## src/rtl/bcc_pkg.sv

```systemverilog
package bcc_pkg;
  typedef enum logic {PH_ONE, PH_TWO} phase_t;
  typedef enum logic [1:0] {CM_NORMAL, CM_SKIP, CM_HIT} cmode_t;
endpackage

```

## src/rtl/bcc_phase_timer.sv

```systemverilog
module bcc_phase_timer
  import bcc_pkg::*;
#(
  parameter int P1_TICKS = 16,
  parameter int P2_MIN   = 12
) (
  input  logic clk,
  input  logic rst,
  input  logic stop,
  input  logic done_ok,
  output logic phi1,
  output logic phi2,
  output logic cyc_start,
  output logic p2_at_min
);
  localparam int MAXT  = (P1_TICKS > P2_MIN) ? P1_TICKS : P2_MIN;
  localparam int CNT_W = $clog2(MAXT + 1);
  localparam logic [CNT_W-1:0] P1_LAST = CNT_W'(P1_TICKS - 1);
  localparam logic [CNT_W-1:0] P2_LAST = CNT_W'(P2_MIN - 1);

  phase_t           ph;
  logic [CNT_W-1:0] cnt;
  logic             p1_end;
  logic             min_ok;

  assign p1_end = (ph == PH_ONE) && (cnt == P1_LAST);
  assign min_ok = (ph == PH_TWO) && (cnt == P2_LAST);

  always_ff @(posedge clk) begin
    if (rst) begin
      ph  <= PH_ONE;
      cnt <= '0;
    end else begin
      case (ph)
        PH_ONE: begin
          if (p1_end) begin
            if (!stop) begin
              ph  <= PH_TWO;
              cnt <= '0;
            end
          end else begin
            cnt <= cnt + 1'b1;
          end
        end
        default: begin
          if (min_ok && done_ok) begin
            ph  <= PH_ONE;
            cnt <= '0;
          end else if (!min_ok) begin
            cnt <= cnt + 1'b1;
          end
        end
      endcase
    end
  end

  assign phi1      = (ph == PH_ONE);
  assign phi2      = (ph == PH_TWO);
  assign cyc_start = (ph == PH_ONE) && (cnt == '0);
  assign p2_at_min = min_ok;

  // a held stop keeps the sequence parked at the end of phase one
  a_r9_stop_freeze: assert property (@(posedge clk) disable iff (rst)
    (p1_end && stop) |=> (phi1 && !phi2 && cnt == P1_LAST));

  // phase two cannot end before its minimum count is reached
  a_r2_p2_floor: assert property (@(posedge clk) disable iff (rst)
    (phi2 && !min_ok) |=> phi2);
endmodule

```

## src/rtl/bcc_mem_port.sv

```systemverilog
module bcc_mem_port
  import bcc_pkg::*;
#(
  parameter int ADDR_W = 16,
  parameter int DATA_W = 8
) (
  input  logic              clk,
  input  logic              rst,
  input  logic              cyc_start,
  input  logic [ADDR_W-1:0] cpu_addr,
  input  logic              cpu_rnw,
  input  logic [DATA_W-1:0] cpu_wdata,
  input  logic              hint_no_mem,
  input  logic              hint_one_byte,
  input  logic              hint_opfetch,
  input  logic [ADDR_W-1:0] hint_next_addr,
  input  logic              mem_ready,
  input  logic [DATA_W-1:0] mem_rdata,
  output logic [DATA_W-1:0] cpu_rdata,
  output logic              mem_start,
  output logic [ADDR_W-1:0] mem_addr,
  output logic              mem_rnw,
  output logic [DATA_W-1:0] mem_wdata,
  output logic              done_ok,
  output logic              skip_mode
);
  typedef struct packed {
    logic [ADDR_W-1:0] addr;
    logic              rnw;
    logic [DATA_W-1:0] wdata;
    logic              ahead;
  } req_t;

  cmode_t            mode, mode_n;
  logic              cur_done;
  logic              busy, out_ahead, out_drop;
  logic              req_pend;
  req_t              req_q, nr, src;
  logic              hit_c, nr_valid, use_nr, src_valid, issue;
  logic              ra_valid, ra_have;
  logic [ADDR_W-1:0] ra_addr;
  logic [DATA_W-1:0] ra_data;
  logic              start_q, rnw_q;
  logic [ADDR_W-1:0] addr_q;
  logic [DATA_W-1:0] wdata_q, rdata_q;

  always_comb begin
    hit_c = hint_opfetch && cpu_rnw && !hint_no_mem && !hint_one_byte &&
            ra_valid && (cpu_addr == ra_addr);
    if (hint_one_byte) begin
      nr       = '{addr: hint_next_addr, rnw: 1'b1, wdata: '0, ahead: 1'b1};
      nr_valid = 1'b1;
      mode_n   = CM_SKIP;
    end else begin
      nr       = '{addr: cpu_addr, rnw: cpu_rnw, wdata: cpu_wdata, ahead: 1'b0};
      nr_valid = !hint_no_mem && !hit_c;
      mode_n   = hint_no_mem ? CM_SKIP : (hit_c ? CM_HIT : CM_NORMAL);
    end
    use_nr    = cyc_start && nr_valid;
    src       = use_nr ? nr : req_q;
    src_valid = use_nr || req_pend;
    issue     = src_valid && !busy;
  end

  always_ff @(posedge clk) begin
    if (rst) begin
      mode      <= CM_NORMAL;
      cur_done  <= 1'b0;
      busy      <= 1'b0;
      out_ahead <= 1'b0;
      out_drop  <= 1'b0;
      req_pend  <= 1'b0;
      req_q     <= '0;
      ra_valid  <= 1'b0;
      ra_have   <= 1'b0;
      ra_addr   <= '0;
      ra_data   <= '0;
      start_q   <= 1'b0;
      addr_q    <= '0;
      rnw_q     <= 1'b1;
      wdata_q   <= '0;
      rdata_q   <= '0;
    end else begin
      start_q <= 1'b0;
      // completion of the outstanding request
      if (busy && mem_ready) begin
        busy <= 1'b0;
        if (!out_drop) begin
          if (out_ahead) begin
            ra_have <= 1'b1;
            ra_data <= mem_rdata;
          end else begin
            cur_done <= 1'b1;
            if (rnw_q) rdata_q <= mem_rdata;
          end
        end
      end
      if (mode == CM_HIT && ra_have) rdata_q <= ra_data;
      // per-cycle capture of hints
      if (cyc_start) begin
        mode     <= mode_n;
        cur_done <= 1'b0;
        if (hint_one_byte) begin
          ra_valid <= 1'b1;
          ra_addr  <= hint_next_addr;
          ra_have  <= 1'b0;
        end else if (hit_c) begin
          ra_valid <= 1'b0;
        end else if (!hint_no_mem) begin
          ra_valid <= 1'b0;
          ra_have  <= 1'b0;
        end
        if (busy && out_ahead && !hit_c && (hint_one_byte || !hint_no_mem))
          out_drop <= 1'b1;
      end
      if (issue) begin
        start_q   <= 1'b1;
        addr_q    <= src.addr;
        rnw_q     <= src.rnw;
        wdata_q   <= src.wdata;
        busy      <= 1'b1;
        out_ahead <= src.ahead;
        out_drop  <= 1'b0;
      end
      if (use_nr) begin
        req_q    <= nr;
        req_pend <= !issue;
      end else if (issue) begin
        req_pend <= 1'b0;
      end
    end
  end

  assign done_ok   = (mode == CM_SKIP) ||
                     (mode == CM_HIT && ra_have) ||
                     (mode == CM_NORMAL && cur_done);
  assign skip_mode = (mode == CM_SKIP);
  assign cpu_rdata = rdata_q;
  assign mem_start = start_q;
  assign mem_addr  = addr_q;
  assign mem_rnw   = rnw_q;
  assign mem_wdata = wdata_q;

  // no new request while one is still unanswered
  a_r8_single_outstanding: assert property (@(posedge clk) disable iff (rst)
    (busy && !mem_ready) |=> !start_q);

  // a read-ahead hit never launches a request of its own
  a_r7_hit_no_own_req: assert property (@(posedge clk) disable iff (rst)
    (mode == CM_HIT) |-> !(start_q && !out_ahead));
endmodule

```

## src/rtl/bus_cycle_ctrl.sv

```systemverilog
module bus_cycle_ctrl #(
  parameter int P1_TICKS = 16,
  parameter int P2_MIN   = 12,
  parameter int ADDR_W   = 16,
  parameter int DATA_W   = 8
) (
  input  logic              clk,
  input  logic              rst,
  input  logic              stop,
  input  logic [ADDR_W-1:0] cpu_addr,
  input  logic              cpu_rnw,
  input  logic [DATA_W-1:0] cpu_wdata,
  input  logic              hint_no_mem,
  input  logic              hint_one_byte,
  input  logic              hint_opfetch,
  input  logic [ADDR_W-1:0] hint_next_addr,
  output logic [DATA_W-1:0] cpu_rdata,
  output logic              phi1,
  output logic              phi2,
  output logic              mem_start,
  output logic [ADDR_W-1:0] mem_addr,
  output logic              mem_rnw,
  output logic [DATA_W-1:0] mem_wdata,
  input  logic              mem_ready,
  input  logic [DATA_W-1:0] mem_rdata
);
  logic done_ok, cyc_start, p2_at_min, skip_mode;

  bcc_phase_timer #(
    .P1_TICKS(P1_TICKS),
    .P2_MIN  (P2_MIN)
  ) u_timer (
    .clk      (clk),
    .rst      (rst),
    .stop     (stop),
    .done_ok  (done_ok),
    .phi1     (phi1),
    .phi2     (phi2),
    .cyc_start(cyc_start),
    .p2_at_min(p2_at_min)
  );

  bcc_mem_port #(
    .ADDR_W(ADDR_W),
    .DATA_W(DATA_W)
  ) u_port (
    .clk           (clk),
    .rst           (rst),
    .cyc_start     (cyc_start),
    .cpu_addr      (cpu_addr),
    .cpu_rnw       (cpu_rnw),
    .cpu_wdata     (cpu_wdata),
    .hint_no_mem   (hint_no_mem),
    .hint_one_byte (hint_one_byte),
    .hint_opfetch  (hint_opfetch),
    .hint_next_addr(hint_next_addr),
    .mem_ready     (mem_ready),
    .mem_rdata     (mem_rdata),
    .cpu_rdata     (cpu_rdata),
    .mem_start     (mem_start),
    .mem_addr      (mem_addr),
    .mem_rnw       (mem_rnw),
    .mem_wdata     (mem_wdata),
    .done_ok       (done_ok),
    .skip_mode     (skip_mode)
  );

  // a cycle only closes once the port has declared it complete
  a_r3_end_needs_done: assert property (@(posedge clk) disable iff (rst)
    $rose(phi1) |-> $past(done_ok));

  // flagged cycles close as soon as the minimum is reached
  a_r5_skip_at_min: assert property (@(posedge clk) disable iff (rst)
    (skip_mode && p2_at_min) |=> phi1);
endmodule

```

## config.mk

```make
export PLATFORM = sky130hd
export DESIGN_NAME = bus_cycle_ctrl
export DESIGN_NICKNAME = d
export VERILOG_FILES = /design/src/rtl/bcc_pkg.sv /design/src/rtl/bcc_phase_timer.sv /design/src/rtl/bcc_mem_port.sv /design/src/rtl/bus_cycle_ctrl.sv
export SDC_FILE = /design/constraint.sdc
export NUM_CORES = 1
export LEC_CHECK = 0
export ABC_AREA = 0
export ABC_CLOCK_PERIOD_IN_PS = 3190
export CAP_MARGIN = 20
export CORE_MARGIN = 10
export CORE_UTILIZATION = 25
export DETAILED_ROUTE_END_ITERATION = 10
export DONT_BUFFER_PORTS = 1
export PLACE_DENSITY_LB_ADDON = 0.1
export REMOVE_ABC_BUFFERS = 1
export SYNTH_ARGS = -nofsm -noshare
export SYNTH_HDL_FRONTEND = slang
export SYNTH_SLANG_ARGS = --single-unit
```

## constraint.sdc

```tcl
create_clock -name clk -period 3.19 [get_ports clk]
set_input_delay 0.319 -clock clk [delete_from_list [all_inputs] [get_ports clk]]
set_output_delay 0.319 -clock clk [all_outputs]
set_load 0.05 [all_outputs]
```

==> impl_metrics.toml, run 1 <==
[run_status]
outcome = "finished, final reports clean"

[routing]
routed_wl_microns = 11550
avgRoutedWirePerCell_microns = 17.11
routed-via-count = 3079
postRouteAntennaNets = 0
drcViolationCount = 0
via_per_inst = 4.561
drt_iter0_drc = 119
dr.pass1.iters = 4

[yosys]
ys_top_cells_by_area = "dfxtp_1 48%, mux2i_1 7.8%, nand2_1 6.6%, nor2_1 5.8%, a21oi_1 5.6%"
yosysTopAreaCellShare_pct = 48.22
syn-mean-instance-area_sq_um = 8.782
ys_warn_count = 0
synth_ff_type = "dfxtp_1"
yosysUniqueCellTypes = 42
synth_edf_count = 0
netlist_area_sq_mm = 0.004110
ys_seq_elements = 99
yosysSeqAreaShare_pct = 48.22
netlist_instances = 468
synth_area_leader_cell = "dfxtp_1"
synthArstFlopShare_pct = 0

[global_route]
grtUsageMet3_pct = 7.373
grt_pass1_wl_microns = 17950
grt_max_degree = 72
top_usage_layer = "met2"
grt_use_total_pct = 10.66
grt_pass1_vias = 3117
antenna_found_initial = 0
use_met2_pct = 16.27
gr-total-overflow = 0
grtUsageMet1_pct = 11.81

[critical_path]
worstPathArrival_ps = 2890
max_stage_delay_ps = 660
cp.depth = 7
worstSetupStartpointType = "register"
path_cells = "xor2_1 > nor4_1 > nand3_1 > o311a_1 > buf_4 > o21ai_0 > a21oi_1"
regToRegEndpoint = "u_port.mem_wdata[7]"
r2r_start = "u_port.ra_addr[0]"
crit_path_max_fanout = 20
rr_worst_depth = 7
path_buf_inv = 1
slowest_stage = "o311a_1"
crit_type = "register to register"
required_ps = 3430
regToRegSetupSlack_ps = 540
cp-end-kind = "register"
cp_top_family = "compound AO/OA/AOI/OAI gates"

[sta]
layout_setup_ws_ps = 536.5
period_needed_ps = 2654
maxSlewHeadroom_pct = 35.05
hold_viol_final = 0
fin_crit_sh_pct = 83.18
rsz0062_at_grt = "false"
setup_tns_ps = 0
fin_skew_ps = 7.132
slew_viol_final = 0
fmax_ghz = 0.3769
finalSetupViolations = 0
tightest_slew_ps = 974.2

[floorplan]
die_h_microns = 148.2
die_w_microns = 148.2
io_pins = 92
die-area_sq_mm = 0.02197
std_cell_rows = 46
core_sq_mm = 0.01600
initial_utilization_pct = 25.69

[placement]
dp_hpwl_microns = 7856
port_buffers = 0
dpl_cell_area_sq_mm = 0.004272
place_ws_ps = 420.2
gp_congestion = 0.6924
dpl.cell_count = 659

[cts]
cts-resized-gates = 0
root_buffer = "clkbuf_16"
cts_setup_buffers = 0
cts_tree = "done"
holdBufCountCts = 0
clk_pin_slew_ps = 70
clock-sinks = 99
cts-htree-levels = 3
insertion_delay_ps = 350
cts_buffers = 9
cts_buffer_depth = 2

[layout]
syn_to_final_growth_pct = 11.87
fin_cells = 675
regArea_sq_mm = 0.001982
multiInputGateArea_sq_mm = 0.001944
finalNetCount = 513
final_cell_area_sq_mm = 0.004598
diodes = 0
layout_common_cells = "99 x dfxtp_1, 72 x nand2_1, 63 x nor2_1"
layout-drive-gt1-share_pct = 8.932
n_fill_cell = 1767
final_common_cell = "dfxtp_1"

[worst_hold_path]
worstHoldStart = "rst"
worstHoldPathCells = 1
hp-class = "input port to register"
holdPathEnd = "u_timer.cnt[4]"

[power]
ir_drop_uv = 336.6
p_leak_nw = 1.797
power.density_mw_per_mm2 = 666.4

[run]
drv_cap = 0
registers in the layout, summed over array words and instances, names as in the netlist, 2 cells and up:
name and cells:
u_port.cpu_rdata 8, u_port.mem_addr 16, u_port.mem_wdata 8, u_port.mode 2, u_port.ra_addr 16, u_port.ra_data 8, u_port.req_q 26, u_timer.cnt 5
per-layer routing:
metal  wire [microns]  vias up
li1                 -     1554
met1             4761     1429
met2             5200       83
met3             1483       13
met4              104        0
met5                0        -
worst reg2reg max path, stage by stage, from the launching register on:
cell and delay [ps]:
dfxtp_1 320, xor2_1 160, nor4_1 550, nand3_1 290, o311a_1 660, buf_4 340
o21ai_0 160, a21oi_1 50
how the worst max path moves through the flow:
stage | startpoint | to | slack (ps)
3_3_place_gp | u_port.ra_addr[0] | u_port.mem_wdata[7] | 560
2_1_floorplan | u_timer.phi2 | u_port.mem_rnw | 730
4_1_cts | u_port.ra_addr[0] | u_port.mem_addr[4] | 410
3_5_place_dp | u_port.ra_addr[0] | u_port.mem_addr[7] | 420
6_report | u_port.ra_addr[0] | u_port.mem_wdata[7] | 540
5_1_grt | u_port.ra_addr[0] | u_port.mem_rnw | 300
cell usage after synthesis, drive strengths merged, types with 2 or more instances:
| master | n |
|---|---|
| a211oi | 2 |
| a21oi | 46 |
| and3 | 3 |
| buf | 14 |
| clkbuf | 16 |
| dfxtp | 99 |
| ha | 3 |
| inv | 10 |
| mux2 | 16 |
| mux2i | 32 |
| nand2 | 73 |
| nand2b | 2 |
| nand3 | 4 |
| nand3b | 2 |
| nor2 | 63 |
| nor2b | 10 |
| nor3 | 4 |
| nor4 | 5 |
| o21a | 2 |
| o21ai | 15 |
| o22ai | 16 |
| xor2 | 16 |
area by class of cell:
| cell class | count | share of cell area (%) |
|---|---|---|
| inverters | 10 | 0.8163 |
| clock inverters | 6 | 1.905 |
| flip-flops and latches | 99 | 43.10 |
| multi-input cells | 329 | 42.29 |
| well taps | 216 | 5.878 |
| repair buffers | 5 | 0.8163 |
| clock buffers | 10 | 5.197 |
kinds of logic (layout without fill, tap and decap cells):
| logic type | count (synthesis) | in the layout | synth area share (%) |
|---|---|---|---|
| multiplexers | 48 | 48 | 12.18 |
| adder cells (fa/ha/maj) | 3 | 3 | 0.9133 |
| flip-flops | 99 | 99 | 48.22 |
| AO/OA/AOI/OAI | 90 | 90 | 12.54 |
| XOR/XNOR | 16 | 16 | 3.409 |
| buffers and inverters | 40 | 31 | 4.505 |
| AND/OR/NAND/NOR | 172 | 172 | 18.23 |
report_power, final:
part,switching [mW],internal (mW)
combinational,0.189,0.133
sequential,0.206,1.33
clock,0.494,0.711
total,0.889,2.18
through the flow:
stage / hold WS [ps] / util (%) / total power [mW]
2_1_floorplan: 388.1 / - / 1.795
3_3_place_gp: 406.5 / 26.65 / 1.891
3_5_place_dp: 410.9 / 26.70 / 1.899
4_1_cts: 22.87 / 28.74 / 3.128
5_1_grt: 15.95 / 28.74 / 3.222
6_report: 38.56 / 28.74 / 3.064
No activity file was read; power rests on OpenSTA's default activity.
==> inputs of run 2 (changes only) <==
--- a/config.mk
+++ b/config.mk
@@ -6,7 +6,7 @@
 export NUM_CORES = 1
 export LEC_CHECK = 0
 export ABC_AREA = 0
-export ABC_CLOCK_PERIOD_IN_PS = 3190
+export ABC_CLOCK_PERIOD_IN_PS = 2300
 export CAP_MARGIN = 20
 export CORE_MARGIN = 10
 export CORE_UTILIZATION = 25
==> constraint.sdc (replaced) <==
create_clock -name clk -period 2.3 [get_ports clk]
set_input_delay 0.23 -clock clk [delete_from_list [all_inputs] [get_ports clk]]
set_output_delay 0.23 -clock clk [all_outputs]
set_load 0.05 [all_outputs]
==> run 2 against run 1 <==
Net effect: core utilization rose by 2.0 points; power up 45%; largest cell class unchanged; worst hold slack lost 23 ps; critical path depth unchanged.
==> impl_metrics.toml, run 2 (synthesis results as in run 1) <==
[global_route]
grt_pass1_wl_microns = 18820
grt_pass1_vias = 3214
antenna_found_initial = 0
grt_use_total_pct = 11.14
grt_max_degree = 71
gr-total-overflow = 0

[layout]
layout_common_cells = "99 x dfxtp_1, 72 x nand2_1, 63 x nor2_1"
finalNetCount = 538
n_fill_cell = 1743
final_common_cell = "dfxtp_1"
layout-drive-gt1-share_pct = 9.711
final_cell_area_sq_mm = 0.004912
largest_register = "u_port.req_q"
regArea_sq_mm = 0.001982
syn_to_final_growth_pct = 19.51
multiInputGateArea_sq_mm = 0.001951
largest_reg_flops = 26
diodes = 0
fin_util_pct = 30.70

[routing]
via_per_inst = 4.554
routed-via-count = 3188
routed_wl_microns = 12100
postRouteAntennaNets = 0
drcViolationCount = 0
avgRoutedWirePerCell_microns = 17.29
dr.pass1.iters = 4
drt_iter0_drc = 107

[run]
drv_cap = 0

[power]
internal-power_mw = 3.183
p_comb_share_pct = 12.5
ir_drop_uv = 415.7
p_leak_nw = 1.925
finalPower_mw = 4.430
power.density_mw_per_mm2 = 901.8
seq_power_share_pct = 47.9
power_switching_mw = 1.247
swShare_pct = 28.15
power_frac_clock_pct = 39.6

[floorplan]
initial_utilization_pct = 25.69
core_sq_mm = 0.01600
std_cell_rows = 46
io_pins = 92
die_h_microns = 148.2
die-area_sq_mm = 0.02197
die_w_microns = 148.2

[critical_path]
crit_path_max_fanout = 27
cp-end-kind = "register"
worstPathArrival_ps = 2330
crit_type = "register to register"
required_ps = 2540
worstSetupStartpointType = "register"

[cts]
cts_setup_buffers = 0
cts_tree = "done"
cts_buffer_depth = 2
clock-sinks = 99
cts_buffers = 9
cts-htree-levels = 3
insertion_delay_ps = 350
clk_pin_slew_ps = 70
root_buffer = "clkbuf_16"

[sta]
fin_crit_sh_pct = 90.73
rsz0062_at_grt = "false"
fin_skew_ps = 5.936
maxSlewHeadroom_pct = 62.44
hold_viol_final = 0
period_needed_ps = 2087
slew_viol_final = 0
finalSetupViolations = 0
tightest_slew_ps = 562.7
fmax_ghz = 0.4792

[placement]
dpl_cell_area_sq_mm = 0.004354
gp_congestion = 0.7320
port_buffers = 0
dp_hpwl_microns = 8022

[worst_hold_path]
hp-class = "input port to register"

[run_status]
outcome = "finished, final reports clean"
==> run 2: changes by cell type in the layout (fill, tap and decap cells not counted), sizes merged <==
cell	delta
clkinvlp	+1
clkinv	-3
dlygate4sd3	+18
clkbuf	+2
buf	+7
bufinv	+1
inv	-1
==> run 2: worst paths after layout <==
path / startpoint / to / slack (ps) / depth (start not counted)
max: u_port.ra_addr[0] / u_port.mem_wdata[7] / 210 / 7
max reg2reg: u_port.ra_addr[0] / u_port.mem_wdata[7] / 210 / 7
min reg2reg: u_port.ra_data[7] / u_port.ra_data[7] / 450 / 2
min: mem_rdata[0] / u_port.ra_data[0] / 20 / 2
==> run 2: per-layer routing <==
layer	wire, microns	GRT usage (%)	vias up	share of wire (%)
met5	0	0	-	0
met4	145	3.518	0	1.2
met3	1137	5.643	10	9.4
met2	5430	17.32	74	45
met1	5390	13.07	1497	45
li1	-	-	1607	-
==> run 2: worst max-delay path, cell delays in order, from the launching register on <==
cell     delay, ps
dfxtp_1        320
xor2_1         170
nor4_2         370
nand3_1        250
o311a_1        440
buf_12         200
o21ai_0        150
a21oi_1         60
==> run 2: cell type report <==
class                           instances  area share, %
Sequential cell                        99          40.35
Multi-Input combinational cell        329          39.71
Timing Repair Buffer                   30          6.673
Tap cell                              216          5.502
Clock buffer                           12          5.018
Clock inverter                          4          1.987
Inverter                               10         0.7641
==> run 2: what timing repair did <==
item | 4_1_cts | 5_1_grt
setup endpoints to repair | 0 | 21
hold buffers | 19 | 0
gates resized for setup | 0 | 1
hold endpoints to repair | 70 | 0
==> run 2: power groups by stage <==
stage | logic [mW] | registers [mW] | clock network (mW)
6_report | 0.554 | 2.12 | 1.76
2_1_floorplan | 0.348 | 2.14 | 0
5_1_grt | 0.621 | 2.14 | 1.89
3_5_place_dp | 0.507 | 2.16 | 0
4_1_cts | 0.563 | 2.12 | 1.83
3_3_place_gp | 0.496 | 2.16 | 0
==> run 2: stage by stage <==
step	hold WS (ps)	instances	setup TNS, ps	setup WS (ps)
5_1_grt	16.32	700	0	37.32
3_5_place_dp	317.2	665	0	27.55
3_3_place_gp	312.3	664	0	167.8
4_1_cts	0.6535	700	0	27.16
6_report	15.51	700	0	213.2
2_1_floorplan	299.1	438	-2205	-159.6
